<file path="src/rtl/fl_pkg.sv">
package fl_pkg;
   localparam logic [6:0] ARM_CODE = 7'b0001001;

   typedef enum logic [1:0] {
      SEL_FUSE_LO = 2'd0,
      SEL_LOCK    = 2'd1,
      SEL_FUSE_HI = 2'd2,
      SEL_OTHER   = 2'd3
   } rd_sel_e;

   function automatic rd_sel_e decode_z(input logic [15:0] z);
      case (z)
         16'h0000: return SEL_FUSE_LO;
         16'h0001: return SEL_LOCK;
         16'h0003: return SEL_FUSE_HI;
         default:  return SEL_OTHER;
      endcase
   endfunction
endpackage

</file>
<file path="src/rtl/fl_arm_timer.sv">
module fl_arm_timer #(
   parameter int DATA_W  = 8,
   parameter int SPM_WIN = 4,
   parameter int LPM_WIN = 3
) (
   input  logic              clk,
   input  logic              rst_n,
   input  logic              ctl_we,
   input  logic [DATA_W-1:0] ctl_wdata,
   input  logic              ee_busy,
   input  logic              spm_stb,
   input  logic              lpm_stb,
   output logic              armed,
   output logic              spm_ok,
   output logic              lpm_ok
);
   import fl_pkg::*;

   localparam int CNT_W = $clog2(SPM_WIN + 1);
   localparam logic [CNT_W-1:0] SPM_LIM = CNT_W'(SPM_WIN);
   localparam logic [CNT_W-1:0] LPM_LIM = CNT_W'(LPM_WIN);

   logic [CNT_W-1:0] age_q;
   logic             we_ok;
   logic             code_hit;
   logic             live;

   assign we_ok    = ctl_we & ~ee_busy;
   assign code_hit = (ctl_wdata[6:0] == ARM_CODE);
   assign live     = armed & ~ee_busy & ~we_ok;
   assign spm_ok   = live & spm_stb & (age_q <= SPM_LIM);
   assign lpm_ok   = live & lpm_stb & ~spm_stb & (age_q <= LPM_LIM);

   always_ff @(posedge clk) begin
      if (!rst_n) begin
         armed <= 1'b0;
         age_q <= '0;
      end else if (we_ok) begin
         armed <= code_hit;
         age_q <= code_hit ? CNT_W'(1) : '0;
      end else if (armed) begin
         if (ee_busy || spm_ok || lpm_ok || age_q == SPM_LIM) begin
            armed <= 1'b0;
            age_q <= '0;
         end else begin
            age_q <= age_q + CNT_W'(1);
         end
      end
   end

   logic unused_hi;
   assign unused_hi = ^ctl_wdata[DATA_W-1:7];

   AST_AGE_IN_WINDOW: assert property (@(posedge clk) disable iff (!rst_n)
      armed |-> (age_q >= CNT_W'(1) && age_q <= SPM_LIM));
   AST_LOAD_WINDOW_SHORTER: assert property (@(posedge clk) disable iff (!rst_n)
      lpm_ok |-> (armed && age_q <= LPM_LIM));
endmodule

</file>
<file path="src/rtl/fl_lock_store.sv">
module fl_lock_store #(
   parameter int DATA_W = 8,
   parameter int LOCK_W = 6,
   parameter logic [LOCK_W-1:0] LOCK_INIT = '1
) (
   input  logic              clk,
   input  logic              rst_n,
   input  logic              prog,
   input  logic [DATA_W-1:0] r0_data,
   output logic [LOCK_W-1:0] lock_q
);
   for (genvar b = 0; b < LOCK_W; b++) begin : g_cell
      always_ff @(posedge clk) begin
         if (!rst_n)
            lock_q[b] <= LOCK_INIT[b];
         else if (prog && !r0_data[b])
            lock_q[b] <= 1'b0;
      end
   end

   logic unused_hi;
   assign unused_hi = ^r0_data[DATA_W-1:LOCK_W];

   AST_LOCK_MONOTONIC: assert property (@(posedge clk) disable iff (!rst_n)
      1'b1 |=> ((lock_q & ~$past(lock_q)) == '0));
   AST_LOCK_AND_RULE: assert property (@(posedge clk) disable iff (!rst_n)
      prog |=> (lock_q == ($past(lock_q) & $past(r0_data[LOCK_W-1:0]))));
endmodule

</file>
<file path="src/rtl/fl_read_mux.sv">
module fl_read_mux #(
   parameter int DATA_W = 8,
   parameter int ADDR_W = 16,
   parameter int LOCK_W = 6,
   parameter logic [DATA_W-1:0] FUSE_LO = '0,
   parameter logic [DATA_W-1:0] FUSE_HI = '0
) (
   input  logic              clk,
   input  logic              rst_n,
   input  logic              lpm_stb,
   input  logic              lpm_ok,
   input  logic [ADDR_W-1:0] zptr,
   input  logic [LOCK_W-1:0] lock_q,
   output logic              rd_valid,
   output logic              rd_own,
   output logic [DATA_W-1:0] rd_data
);
   import fl_pkg::*;

   localparam int PAD_W = DATA_W - LOCK_W;

   rd_sel_e           sel;
   logic [DATA_W-1:0] pick;

   assign sel = decode_z(16'(zptr));

   always_comb begin
      case (sel)
         SEL_FUSE_LO: pick = FUSE_LO;
         SEL_LOCK:    pick = {{PAD_W{1'b1}}, lock_q};
         SEL_FUSE_HI: pick = FUSE_HI;
         default:     pick = '1;
      endcase
   end

   always_ff @(posedge clk) begin
      if (!rst_n) begin
         rd_valid <= 1'b0;
         rd_own   <= 1'b0;
         rd_data  <= '0;
      end else begin
         rd_valid <= lpm_stb;
         rd_own   <= lpm_ok;
         rd_data  <= lpm_ok ? pick : '0;
      end
   end

   AST_OWN_NEEDS_VALID: assert property (@(posedge clk) disable iff (!rst_n)
      rd_own |-> rd_valid);
   AST_VALID_FROM_LOAD: assert property (@(posedge clk) disable iff (!rst_n)
      lpm_stb |=> rd_valid);
endmodule

</file>
<file path="src/rtl/fuse_lock_ctrl.sv">
module fuse_lock_ctrl #(
   parameter int DATA_W  = 8,
   parameter int ADDR_W  = 16,
   parameter int LOCK_W  = 6,
   parameter int SPM_WIN = 4,
   parameter int LPM_WIN = 3,
   parameter logic [LOCK_W-1:0] LOCK_INIT    = '1,
   parameter logic [DATA_W-1:0] FUSE_LO_INIT = 8'h62,
   parameter logic [DATA_W-1:0] FUSE_HI_INIT = 8'hDF
) (
   input  logic              clk,
   input  logic              rst_n,
   input  logic              ctl_we,
   input  logic [DATA_W-1:0] ctl_wdata,
   input  logic              spm_stb,
   input  logic              lpm_stb,
   input  logic [ADDR_W-1:0] zptr,
   input  logic [DATA_W-1:0] r0_data,
   input  logic              ee_busy,
   output logic              armed,
   output logic              rd_valid,
   output logic              rd_own,
   output logic [DATA_W-1:0] rd_data,
   output logic [LOCK_W-1:0] lock_q
);
   if (DATA_W != 8) begin : g_bad_data
      $error("fuse_lock_ctrl: DATA_W must be 8");
   end
   if (ADDR_W != 16) begin : g_bad_addr
      $error("fuse_lock_ctrl: ADDR_W must be 16");
   end
   if (LOCK_W < 1 || LOCK_W > DATA_W - 2) begin : g_bad_lock
      $error("fuse_lock_ctrl: LOCK_W out of range");
   end
   if (LPM_WIN < 1 || LPM_WIN > SPM_WIN) begin : g_bad_win
      $error("fuse_lock_ctrl: need 1 <= LPM_WIN <= SPM_WIN");
   end

   logic spm_ok;
   logic lpm_ok;

   fl_arm_timer #(.DATA_W(DATA_W), .SPM_WIN(SPM_WIN), .LPM_WIN(LPM_WIN)) u_arm (
      .clk(clk), .rst_n(rst_n), .ctl_we(ctl_we), .ctl_wdata(ctl_wdata),
      .ee_busy(ee_busy), .spm_stb(spm_stb), .lpm_stb(lpm_stb),
      .armed(armed), .spm_ok(spm_ok), .lpm_ok(lpm_ok)
   );

   fl_lock_store #(.DATA_W(DATA_W), .LOCK_W(LOCK_W), .LOCK_INIT(LOCK_INIT)) u_lock (
      .clk(clk), .rst_n(rst_n), .prog(spm_ok), .r0_data(r0_data), .lock_q(lock_q)
   );

   fl_read_mux #(.DATA_W(DATA_W), .ADDR_W(ADDR_W), .LOCK_W(LOCK_W),
                 .FUSE_LO(FUSE_LO_INIT), .FUSE_HI(FUSE_HI_INIT)) u_rd (
      .clk(clk), .rst_n(rst_n), .lpm_stb(lpm_stb), .lpm_ok(lpm_ok), .zptr(zptr),
      .lock_q(lock_q), .rd_valid(rd_valid), .rd_own(rd_own), .rd_data(rd_data)
   );

   AST_ARM_ON_CODE: assert property (@(posedge clk) disable iff (!rst_n)
      (ctl_we && !ee_busy && ctl_wdata[6:0] == 7'b0001001) |=> armed);
   AST_BUSY_DISARMS: assert property (@(posedge clk) disable iff (!rst_n)
      (armed && ee_busy) |=> !armed);
   AST_LOCK_NEEDS_STORE: assert property (@(posedge clk) disable iff (!rst_n)
      !spm_stb |=> $stable(lock_q));
   AST_BUSY_NO_OWN: assert property (@(posedge clk) disable iff (!rst_n)
      ee_busy |=> !rd_own);
endmodule

</file>
<file path="config.mk">
export PLATFORM = sky130hd
export DESIGN_NAME = fuse_lock_ctrl
export DESIGN_NICKNAME = d
export VERILOG_FILES = /design/src/rtl/fl_pkg.sv /design/src/rtl/fl_arm_timer.sv /design/src/rtl/fl_lock_store.sv /design/src/rtl/fl_read_mux.sv /design/src/rtl/fuse_lock_ctrl.sv
export SDC_FILE = /design/constraint.sdc
export NUM_CORES = 1
export LEC_CHECK = 0
export ABC_AREA = 0
export ABC_CLOCK_PERIOD_IN_PS = 2000
export BUFFER_PORTS_ARGS = -buffer_cell sky130_fd_sc_hd__buf_2
export CORE_MARGIN = 2
export CORE_UTILIZATION = 40
export CTS_BUF_LIST = sky130_fd_sc_hd__clkbuf_8 sky130_fd_sc_hd__clkbuf_16
export DETAILED_ROUTE_END_ITERATION = 6
export GPL_TIMING_DRIVEN = 0
export PLACE_DENSITY = 0.76
export SLEW_MARGIN = 20
export SYNTH_ARGS = -nofsm -noshare
export SYNTH_HDL_FRONTEND = slang
export SYNTH_HIERARCHICAL = 1
export SYNTH_SLANG_ARGS = --single-unit
</file>
<file path="constraint.sdc">
create_clock -name clk -period 2 [get_ports clk]
set_clock_uncertainty 0.1 [all_clocks]
set_input_delay 0.4 -clock clk [delete_from_list [all_inputs] [get_ports clk]]
set_output_delay 0.4 -clock clk [all_outputs]
set_load 0.01 [all_outputs]
</file>
======== Word level (Yosys, flattened, before mapping) ========
Cells that the tools add are included.
Widths: inputs -> output; s select.
cells by class
  mux-type cells .......................... 9
  reduce and logical (&&, ||, !) cells .... 19
  add/sub/neg operators ................... 1
  eq/ne operators ......................... 6
  bitwise logic cells ..................... 11
  magnitude comparators ................... 2
operators by type and width
  cell                 count
  $pmux 8 s3           1
  $eq 16x1->1 const B  1
  $eq 16x2->1 const B  1
  $logic_not 16->1     1
  $mux 3               3
  $and 1x1->1          8
  $eq 7x4->1 const B   1
  $logic_and 1x1->1    6
  $logic_not 1->1      6
  $pmux 2 s3           1
  $mux 1               4
  $add 3x1->3 const B  1
  $eq 3x3->1 const B   1
  $le 3x2->1 const B   1
  $le 3x3->1 const B   1
  $logic_or 1x1->1     3
  $not 1->1            3
  $eq 2x1->1 const B   1
  $eq 2x2->1 const B   1
  $logic_not 2->1      1
  $reduce_and 2->1     1
  $reduce_bool 2->1    1
word-level totals
  input bits .............................. 38
  output and inout bits ................... 17
  flip-flop bits (word level) ............. 20

======== Depth between registers and ports, before layout ========
Gate-level depths: netlist of run 1.
  depth in word-level cells ............... 12
  depth in mapped cells ................... 6
  mapped depth without buffers ............ 6

======== Cells and area by module ========
The synthesis of run 1 kept the hierarchy.
by module, submodules not included
  module         cells an instance  times used  seq. area each (um2)  area each (um2)
  fl_read_mux    36                 1           200.2                 354.1
  fl_arm_timer   37                 1           80.1                  284.0
  fl_lock_store  24                 1           120.1                 215.2

======== Worst setup path after synthesis of run 1 ========
Ideal clock, no wire load.
  path type ............................... input port to flip-flop
  start ................................... input zptr[9]
  end ..................................... register u_rd.rd_data[1]
  required time ........................... 1.769 ns
  setup slack ............................. 0.346 ns
  arrival time ............................ 1.423 ns
  path buffers ............................ 0
  cell stages on the path ................. 3
  cell sequence ........................... or4_4 > nor4_4 > a31oi_1
between the ends
  cells in the longest elaborated chain, start to end .. 4
RTL lines
  item                                 RTL line              text
  from (decl)                          fuse_lock_ctrl.sv:17  input logic [ADDR_W-1:0] zptr,
  $eq 16x2->1 (tied with other cells)  fl_pkg.sv:12          case (z)
  $pmux 2 s3 *                         fl_pkg.sv:12
  $eq 2x2->1 (tied with other cells)   fl_read_mux.sv:28     case (sel)
  $pmux 8 s3 *                         fl_read_mux.sv:28
  to (signal assigned)                 fl_read_mux.sv:44     rd_data <= lpm_ok ? pick : '0;
  to (decl)                            fl_read_mux.sv:16     output logic [DATA_W-1:0] rd_data
Mark *: on every way between the ends. The rest lies on a longest branch, timed or not.
A chain may end at the register's enable or synchronous reset.

======== Final worst setup path of run 1 ========
  start ................................... register u_arm.age_q[0]
  end ..................................... register u_rd.rd_data[1]
between the ends
  cells in the longest elaborated chain, start to end .. 3
RTL lines
  item                        RTL line              text
  from (decl)                 fl_arm_timer.sv:23    logic [CNT_W-1:0] age_q;
  from (signal assigned)      fl_arm_timer.sv:40    age_q <= code_hit ? CNT_W'(1) : '0;
  from (signal assigned)      fl_arm_timer.sv:46    age_q <= age_q + CNT_W'(1);
  $le 3x2->1                  fl_arm_timer.sv:32    assign lpm_ok = live & lpm_stb & ~spm_stb & (age_q <= LPM_LIM);
  $and 1x1->1                 fl_arm_timer.sv:32
  net lpm_ok                  fuse_lock_ctrl.sv:40  logic lpm_ok;
  $reduce_and 2->1 (no line)  n/a
The timed path passes the listed nets, and every way through them passes these cells.

==> results.tsv, run 1 <==
stage	metric	value	unit
outcome	outcome	completed	
sta	fmax	609	MHz
yosys	library cells used by synthesis	27	
yosys	yosys warns	6	
clock_tree	setup bufs post-CTS	0	
yosys	number of flops mapped to enable cells by yosys	0	
floorplan	chip height	50.2	um
yosys	main combinational cell family by area after synthesis	simple AND/OR/NAND/NOR gates	
floorplan	FP Rows	16	
clock_tree	post-cts resize count	0	
sta	Worst Tran Pin Value	0.362	ns
placement	port bufs	51	
yosys	#FFs+latches synth	20	
floorplan	I/O Pins	55	
sta	slew margin rel.	75.7	%
critical_path	CP startpoint	u_arm/age_q[0]	
critical_path	crit path to	u_rd/rd_data[1]	
floorplan	core box area	1980	um2
yosys	Synth Area in XOR/XNOR	0	%
global_routing	pin count of the biggest net entering global routing	15	
routing	routed vias/inst	4.76	
yosys	count leader, synth	dfxtp_1	
yosys	top-area cell type share of the netlist area	46.9	%
floorplan	Starting Density	43.1	%
critical_path	CP dominant cell by count	ha_1	
job	Max-Cap Viols	0	
global_routing	gr usage total	16.0	%
routing	drt initial violations	14	
yosys	cell taking the most area after synthesis	dfxtp_1	
critical_path	Largest stage delay, worst path	0.42	ns
clock_tree	TritonCTS Buffers	3	
critical_path	slowest cell on the critical path	dfxtp_1	
global_routing	met1 GRT Util	17.1	%
yosys	Post-Synth Adder-Cell Area	4.40	%
layout	Final #Nets	194	
clock_tree	clock root buffer	clkbuf_8	
critical_path	R2R depth	6	
critical_path	Worst EP required	2.08	ns
routing	Antenna Nets Post-Route	0	
sta	RSZ-0062 raised after global routing	false	
clock_tree	CTS H-tree lvls	1	
sta	fin. max-slew vios	0	
worst_hold_path	Worst Hold Class	input pin to register	
global_routing	global route overflow	0	
sta	Worst Hold Slack	0.279	ns
yosys	Synth top cells by count	dfxtp_1 (20), inv_1 (14), o21ai_1 (9)	
sta	fin crit share	82.1	%
yosys	synthesized area	853	um2
power	pwr/cell area	708	nW/um2
sta	setup_tns	0	ns
global_routing	met2 usage	29.4	%
layout	layout cells sized above 1	38.8	%
critical_path	FF-to-FF End	u_rd/rd_data[1]	
yosys	Mapped Cells	97	
global_routing	first-pass GRT wire length	3.10	mm
layout	area grow syn2layout	42.2	%
clock_tree	CTS max path bufs	2	
routing	Routed WL	2.03	mm
global_routing	GR Util met3	3.27	%
power	worst vdd ir	0.574	mV
yosys	mux contribution to synthesized area	0	%
yosys	complex-gate fraction of the synthesized area	16.0	%
critical_path	startpoint types	register	
placement	gpl congestion	0.796	
critical_path	Data arrival, critical path	1.72	ns
yosys	ys async rst share	0	%
floorplan	Die ar.	2520	um2
critical_path	Max Fanout on Critical Path	9	
clock_tree	CTS tree	done	
clock_tree	Worst-path clk slew	0.07	ns
clock_tree	# hold bufs at CTS	0	
sta	Final setup viols	0	
global_routing	initial antenna violation count	0	
yosys	simple-gate portion of the synthesized area	26.5	%
critical_path	register-to-register setup slack	0.36	ns
yosys	dominant synthesized flop cell	dfxtp_1	
yosys	Net Count, Synth	138	
global_routing	number of global-route vias before repair	754	
routing	post-DR wirelength/cell	11.4	um
critical_path	worst r2r src	u_arm/age_q[0]	
routing	1st-pass router iterations	4	
routing	via count	852	
power	Pleak	0.655	nW
clock_tree	Worst-Skew Late Latency	0.25	ns
global_routing	busiest layer in global routing	met2	
critical_path	Worst setup EP type	register	
yosys	top cells by area, synth	dfxtp_1 (47%), inv_1 (6.2%), nor2b_1 (5.9%)	
layout	ANT cells	0	
critical_path	CP cell instances	ha_1 -> ha_1 -> o21ai_1 -> nor4_1 -> nand2_1 -> a31oi_1	
routing	Remaining DRCs	0	
yosys	post-synthesis sequential area ratio	46.9	%
floorplan	Die Wd	50.2	um
sta	min cycle time layout	1.64	ns
clock_tree	CTS sink cnt	20	
sta	final hold viol count	0	
critical_path	Setup CP Type	register to register	
yosys	Avg Inst Size Synth	8.80	um2
[how the worst min path moves through the flow]
stage                startpoint               end  slack [ns]  depth (start not counted)
2_1_floorplan             rst_n  u_lock/lock_q[5]        0.36                          1
3_3_place_gp   u_lock/lock_q[0]  u_lock/lock_q[0]        0.36                          2
3_5_place_dp   u_lock/lock_q[4]  u_lock/lock_q[4]        0.36                          2
4_1_cts                 lpm_stb     u_rd/rd_valid        0.27                          2
5_1_grt              r0_data[4]  u_lock/lock_q[4]        0.28                          3
6_report                lpm_stb     u_rd/rd_valid        0.28                          2
[cell type report]
cell class	count	area [um2]
Tap cell	27	33.8
Fill cell	176	768
Clock inverter	1	30.0
Clock buffer	3	41.3
Inverter	14	52.6
Multi-Input combinational cell	63	400
Timing Repair Buffer	51	255
Sequential cell	20	400
[sequential cells by signal, summed over array words and instances (netlist names)]
register,count
u_rd/rd_data,8
u_lock/lock_q,6
u_arm/age_q,3
u_arm/armed,1
u_rd/rd_own,1
u_rd/rd_valid,1
[stage by stage]
| step | power [mW] | utilization [%] | setup slack (ns) | cells | instance area [um2] |
|---|---|---|---|---|---|
| finish | 0.859 | 61.2 | 0.358 | 179 | 1210 |
| global route | 0.897 | 61.2 | 0.196 | 179 | 1210 |
| CTS | 0.870 | 61.2 | 0.364 | 179 | 1210 |
| detailed placement | 0.475 | 57.6 | 0.164 | 175 | 1140 |
| global placement | 0.472 | 57.6 | 0.186 | 175 | 1140 |
| floorplan | 0.432 | - | 0.346 | 97 | 853 |
[kinds of logic (layout without fill, tap and decap cells)]
| group | Yosys count | in the layout |
|---|---|---|
| AOI/OAI and AO/OA | 23 | 23 |
| adders and majority gates | 3 | 3 |
| buffers and inverters | 14 | 69 |
| DFF | 20 | 20 |
| and+or+nand+nor | 37 | 37 |
[power breakdown]
part | internal (mW) | switching, mW | total (mW) | leakage, nW
Sequential | 0.400 | 0.00218 | 0.403 | 0.162
Clock | 0.267 | 0.126 | 0.392 | 0.0357
Combinational | 0.0348 | 0.0298 | 0.0646 | 0.458
Total | 0.702 | 0.158 | 0.859 | 0.655
[routing by layer]
metal / vias to the layer above / share of wire (%)
li1: 441 / -
met4: 0 / 1.8
met2: 23 / 53
met3: 4 / 4.9
met5: - / 0
met1: 384 / 40
[critical path, delay by kind of cell, from the launching register on]
kind | cells | cell delay (ns)
adder cells (fa/ha/maj) | 2 | 0.32
flip-flops | 1 | 0.42
AND/OR/NAND/NOR | 2 | 0.43
AO/OA/AOI/OAI | 2 | 0.31
[cell usage in the layout (no fill, tap or decap)]
cell type | netlist | layout
buf_2 | 0 | 51
nor2b_1 | 8 | 8
ha_1 | 3 | 3
nor2_1 | 5 | 5
or4_1 | 1 | 1
nor4_1 | 1 | 1
nor4b_1 | 1 | 1
clkbuf_8 | 0 | 3
or2_1 | 1 | 1
and2b_1 | 1 | 1
nand2_1 | 6 | 6
or4_4 | 2 | 2
a32oi_1 | 1 | 1
nand4_1 | 1 | 1
bufinv_16 | 0 | 1
a21oi_1 | 6 | 6
nand2b_1 | 1 | 1
o21ai_2 | 1 | 1
nor4_4 | 1 | 1
nand3_1 | 3 | 3
nor3_1 | 3 | 3
dfxtp_1 | 20 | 20
o211a_1 | 1 | 1
a31oi_1 | 3 | 3
o211ai_1 | 1 | 1
a21boi_1 | 1 | 1
inv_1 | 14 | 14
and2_1 | 1 | 1
o21ai_1 | 9 | 9
or3_1 | 1 | 1
Note: power is estimated with default switching activity, not from simulation.
==> inputs of run 2 (changes only) <==
--- a/config.mk
+++ b/config.mk
@@ -6,7 +6,7 @@
 export NUM_CORES = 1
 export LEC_CHECK = 0
 export ABC_AREA = 0
-export ABC_CLOCK_PERIOD_IN_PS = 2000
+export ABC_CLOCK_PERIOD_IN_PS = 1600
 export BUFFER_PORTS_ARGS = -buffer_cell sky130_fd_sc_hd__buf_2
 export CORE_MARGIN = 2
 export CORE_UTILIZATION = 40
==> constraint.sdc (replaced) <==
create_clock -name clk -period 1.6 [get_ports clk]
set_clock_uncertainty 0.1 [all_clocks]
set_input_delay 0.32 -clock clk [delete_from_list [all_inputs] [get_ports clk]]
set_output_delay 0.32 -clock clk [all_outputs]
set_load 0.01 [all_outputs]
==> results.tsv, run 2 (synthesized netlist as in run 1, its figures left out) <==
stage	metric	value	unit	change
layout	area grow syn2layout	49.3	%	
clock_tree	TritonCTS Buffers	3		unchanged
critical_path	Worst EP required	1.68	ns	-0.40 ns
critical_path	CP delay by family, top	simple AND/OR/NAND/NOR gates		
clock_tree	CTS H-tree lvls	1		unchanged
floorplan	Die ar.	2520	um2	unchanged
critical_path	Largest stage delay, worst path	0.39	ns	-0.03 ns
routing	routed vias/inst	4.97		+4.3%
routing	drt initial violations	19		+5
critical_path	worst r2r src	u_arm/age_q[0]		
layout	Final #Nets	195		+0.52%
layout	Biggest register	u_rd/rd_data		
layout	ANT cells	0		unchanged
clock_tree	CTS sink cnt	20		unchanged
placement	gpl congestion	0.796		unchanged
clock_tree	clock root buffer	clkbuf_8		
routing	Remaining DRCs	0		unchanged
layout	footprint of the multi-input gates	455	um2	+14%
routing	Antenna Nets Post-Route	0		unchanged
layout	max FFs per register	8		unchanged
routing	via count	894		+4.9%
clock_tree	Worst-Skew Late Latency	0.25	ns	about the same
sta	slew margin rel.	75.7	%	about the same
critical_path	CP startpoint	u_arm/age_q[0]		
clock_tree	CTS tree	done		
sta	Final setup viols	0		unchanged
sta	final hold viol count	0		unchanged
routing	Routed WL	2.17	mm	+6.6%
floorplan	FP Rows	16		unchanged
floorplan	I/O Pins	55		unchanged
critical_path	Setup CP Type	register to register		
critical_path	Max Fanout on Critical Path	5		-4
placement	port bufs	51		unchanged
clock_tree	setup bufs post-CTS	0		unchanged
critical_path	Worst setup EP type	register		
critical_path	R2R depth	6		unchanged
worst_hold_path	Worst Hold Class	input pin to register		
floorplan	core box area	1980	um2	unchanged
floorplan	Die Wd	50.2	um	unchanged
clock_tree	Worst-path clk slew	0.07	ns	about the same
layout	most common cell after layout, fill and taps aside	buf_2		
power	worst vdd ir	0.620	mV	+8.0%
sta	min cycle time layout	1.55	ns	-0.0916 ns
critical_path	FF-to-FF End	u_rd/rd_data[1]		
power	pwr/cell area	848	nW/um2	+20%
critical_path	startpoint types	register		
worst_hold_path	hold-critical path depth	2		unchanged
sta	Worst Tran Pin Value	0.361	ns	-0.000709 ns
floorplan	Starting Density	43.1	%	unchanged
floorplan	chip height	50.2	um	unchanged
layout	number of fill cells	169		-4.0%
placement	post-placement cell area	1140	um2	unchanged
critical_path	CP dominant cell by count	ha_4		
routing	1st-pass router iterations	4		unchanged
critical_path	Buf+Inv Stages, Crit Path	0		unchanged
critical_path	Data arrival, critical path	1.63	ns	-0.09 ns
global_routing	pin count of the biggest net entering global routing	16		+1
global_routing	global route overflow	0		unchanged
worst_hold_path	min-delay src	lpm_stb		
critical_path	register-to-register setup slack	0.05	ns	-0.31 ns
global_routing	first-pass GRT wire length	3.22	mm	+3.8%
layout	layout cells sized above 1	42.5	%	+3.7 points
clock_tree	# hold bufs at CTS	0		unchanged
layout	register area	405	um2	+1.3%
global_routing	initial antenna violation count	0		unchanged
outcome	outcome	completed		
critical_path	slowest cell on the critical path	dfxtp_4		
layout	commonest non-fill, non-tap cells in the layout	buf_2 (51), dfxtp_1 (18), inv_1 (14)		
global_routing	gr usage total	16.6	%	+0.63 points
sta	fin. max-slew vios	0		unchanged
layout	Finished Cell Area	1270	um2	+4.9%
layout	Finished Core Util	64.3	%	+3.0 points
layout	Largest regs	u_rd/rd_data: 8 flops, u_lock/lock_q: 6 flops, u_arm/age_q: 3 flops		
global_routing	number of global-route vias before repair	799		+6.0%
worst_hold_path	hold endpoint	u_rd/rd_valid		
sta	fmax	645	MHz	+5.9%
power	Pleak	0.660	nW	+0.78%
job	Max-Cap Viols	0		unchanged
clock_tree	CTS max path bufs	2		unchanged
critical_path	CP cell instances	ha_4 -> ha_4 -> o21ai_4 -> nor4_4 -> nand2_1 -> a31oi_1		
routing	post-DR wirelength/cell	12.1	um	+6.0%
sta	fin crit share	96.9	%	+15 points
[run 2: power by group]
group	total, mW	leakage (nW)	switching [mW]	internal [mW]
clock network	0.491	0.0357	0.158	0.333
logic	0.0856	0.461	0.0411	0.0446
registers	0.504	0.163	0.00385	0.500
total	1.08	0.660	0.203	0.878
[run 2: area by class of cell]
type                       count  share of cell area (%)
inverter                      14                    4.13
multi-input combinational     64                    35.8
clock buffer                   3                    3.24
tap                           27                    2.65
clock inverter                 1                    2.36
sequential                    20                    31.8
timing repair buffer          51                    20.0
[run 2: layer usage]
metal | global-route usage, % | vias to the layer above | wire length (um)
met2 | 30.0 | 34 | 1200
met4 | 10.6 | 0 | 36
met5 | 0 | - | 0
met1 | 17.1 | 413 | 818
met3 | 3.57 | 4 | 116
li1 | - | 443 | -
[run 2: worst reg2reg max path, delay by kind of cell (launching register included)]
| kind | cells | cell delay, ns |
|---|---|---|
| DFF | 1 | 0.39 |
| adders and majority gates | 2 | 0.27 |
| AOI/OAI and AO/OA | 2 | 0.25 |
| and+or+nand+nor | 2 | 0.46 |
[run 2: worst max-delay path by stage]
stage / endpoint / slack, ns / cells past startpoint
6_report: u_rd/rd_data[1] / 0.05 / 6
5_1_grt: u_rd/rd_data[1] / -0.02 / 6
4_1_cts: u_rd/rd_data[1] / 0.03 / 6
3_5_place_dp: u_rd/rd_data[1] / -0.16 / 4
3_3_place_gp: u_rd/rd_data[1] / -0.13 / 4
2_1_floorplan: u_rd/rd_data[1] / 0.03 / 3
[run 2: repair_timing]
action / CTS / global route
cloned: 1 / 0
endpoints found under the setup margin: 6 / 9
pin swaps: 1 / 2
resized for setup: 2 / 9
[run 2: stage by stage]
stage	setup slack (ns)	power, mW	cells	TNS [ns]	hold WS [ns]
after floorplan	0.0262	0.539	97	0	0.279
after global placement	-0.134	0.590	175	-0.723	0.356
after detailed placement	-0.156	0.593	175	-0.821	0.363
after CTS	0.0349	1.09	180	0	0.190
after global routing	-0.0205	1.13	180	-0.0558	0.202
final	0.0492	1.08	180	0	0.197
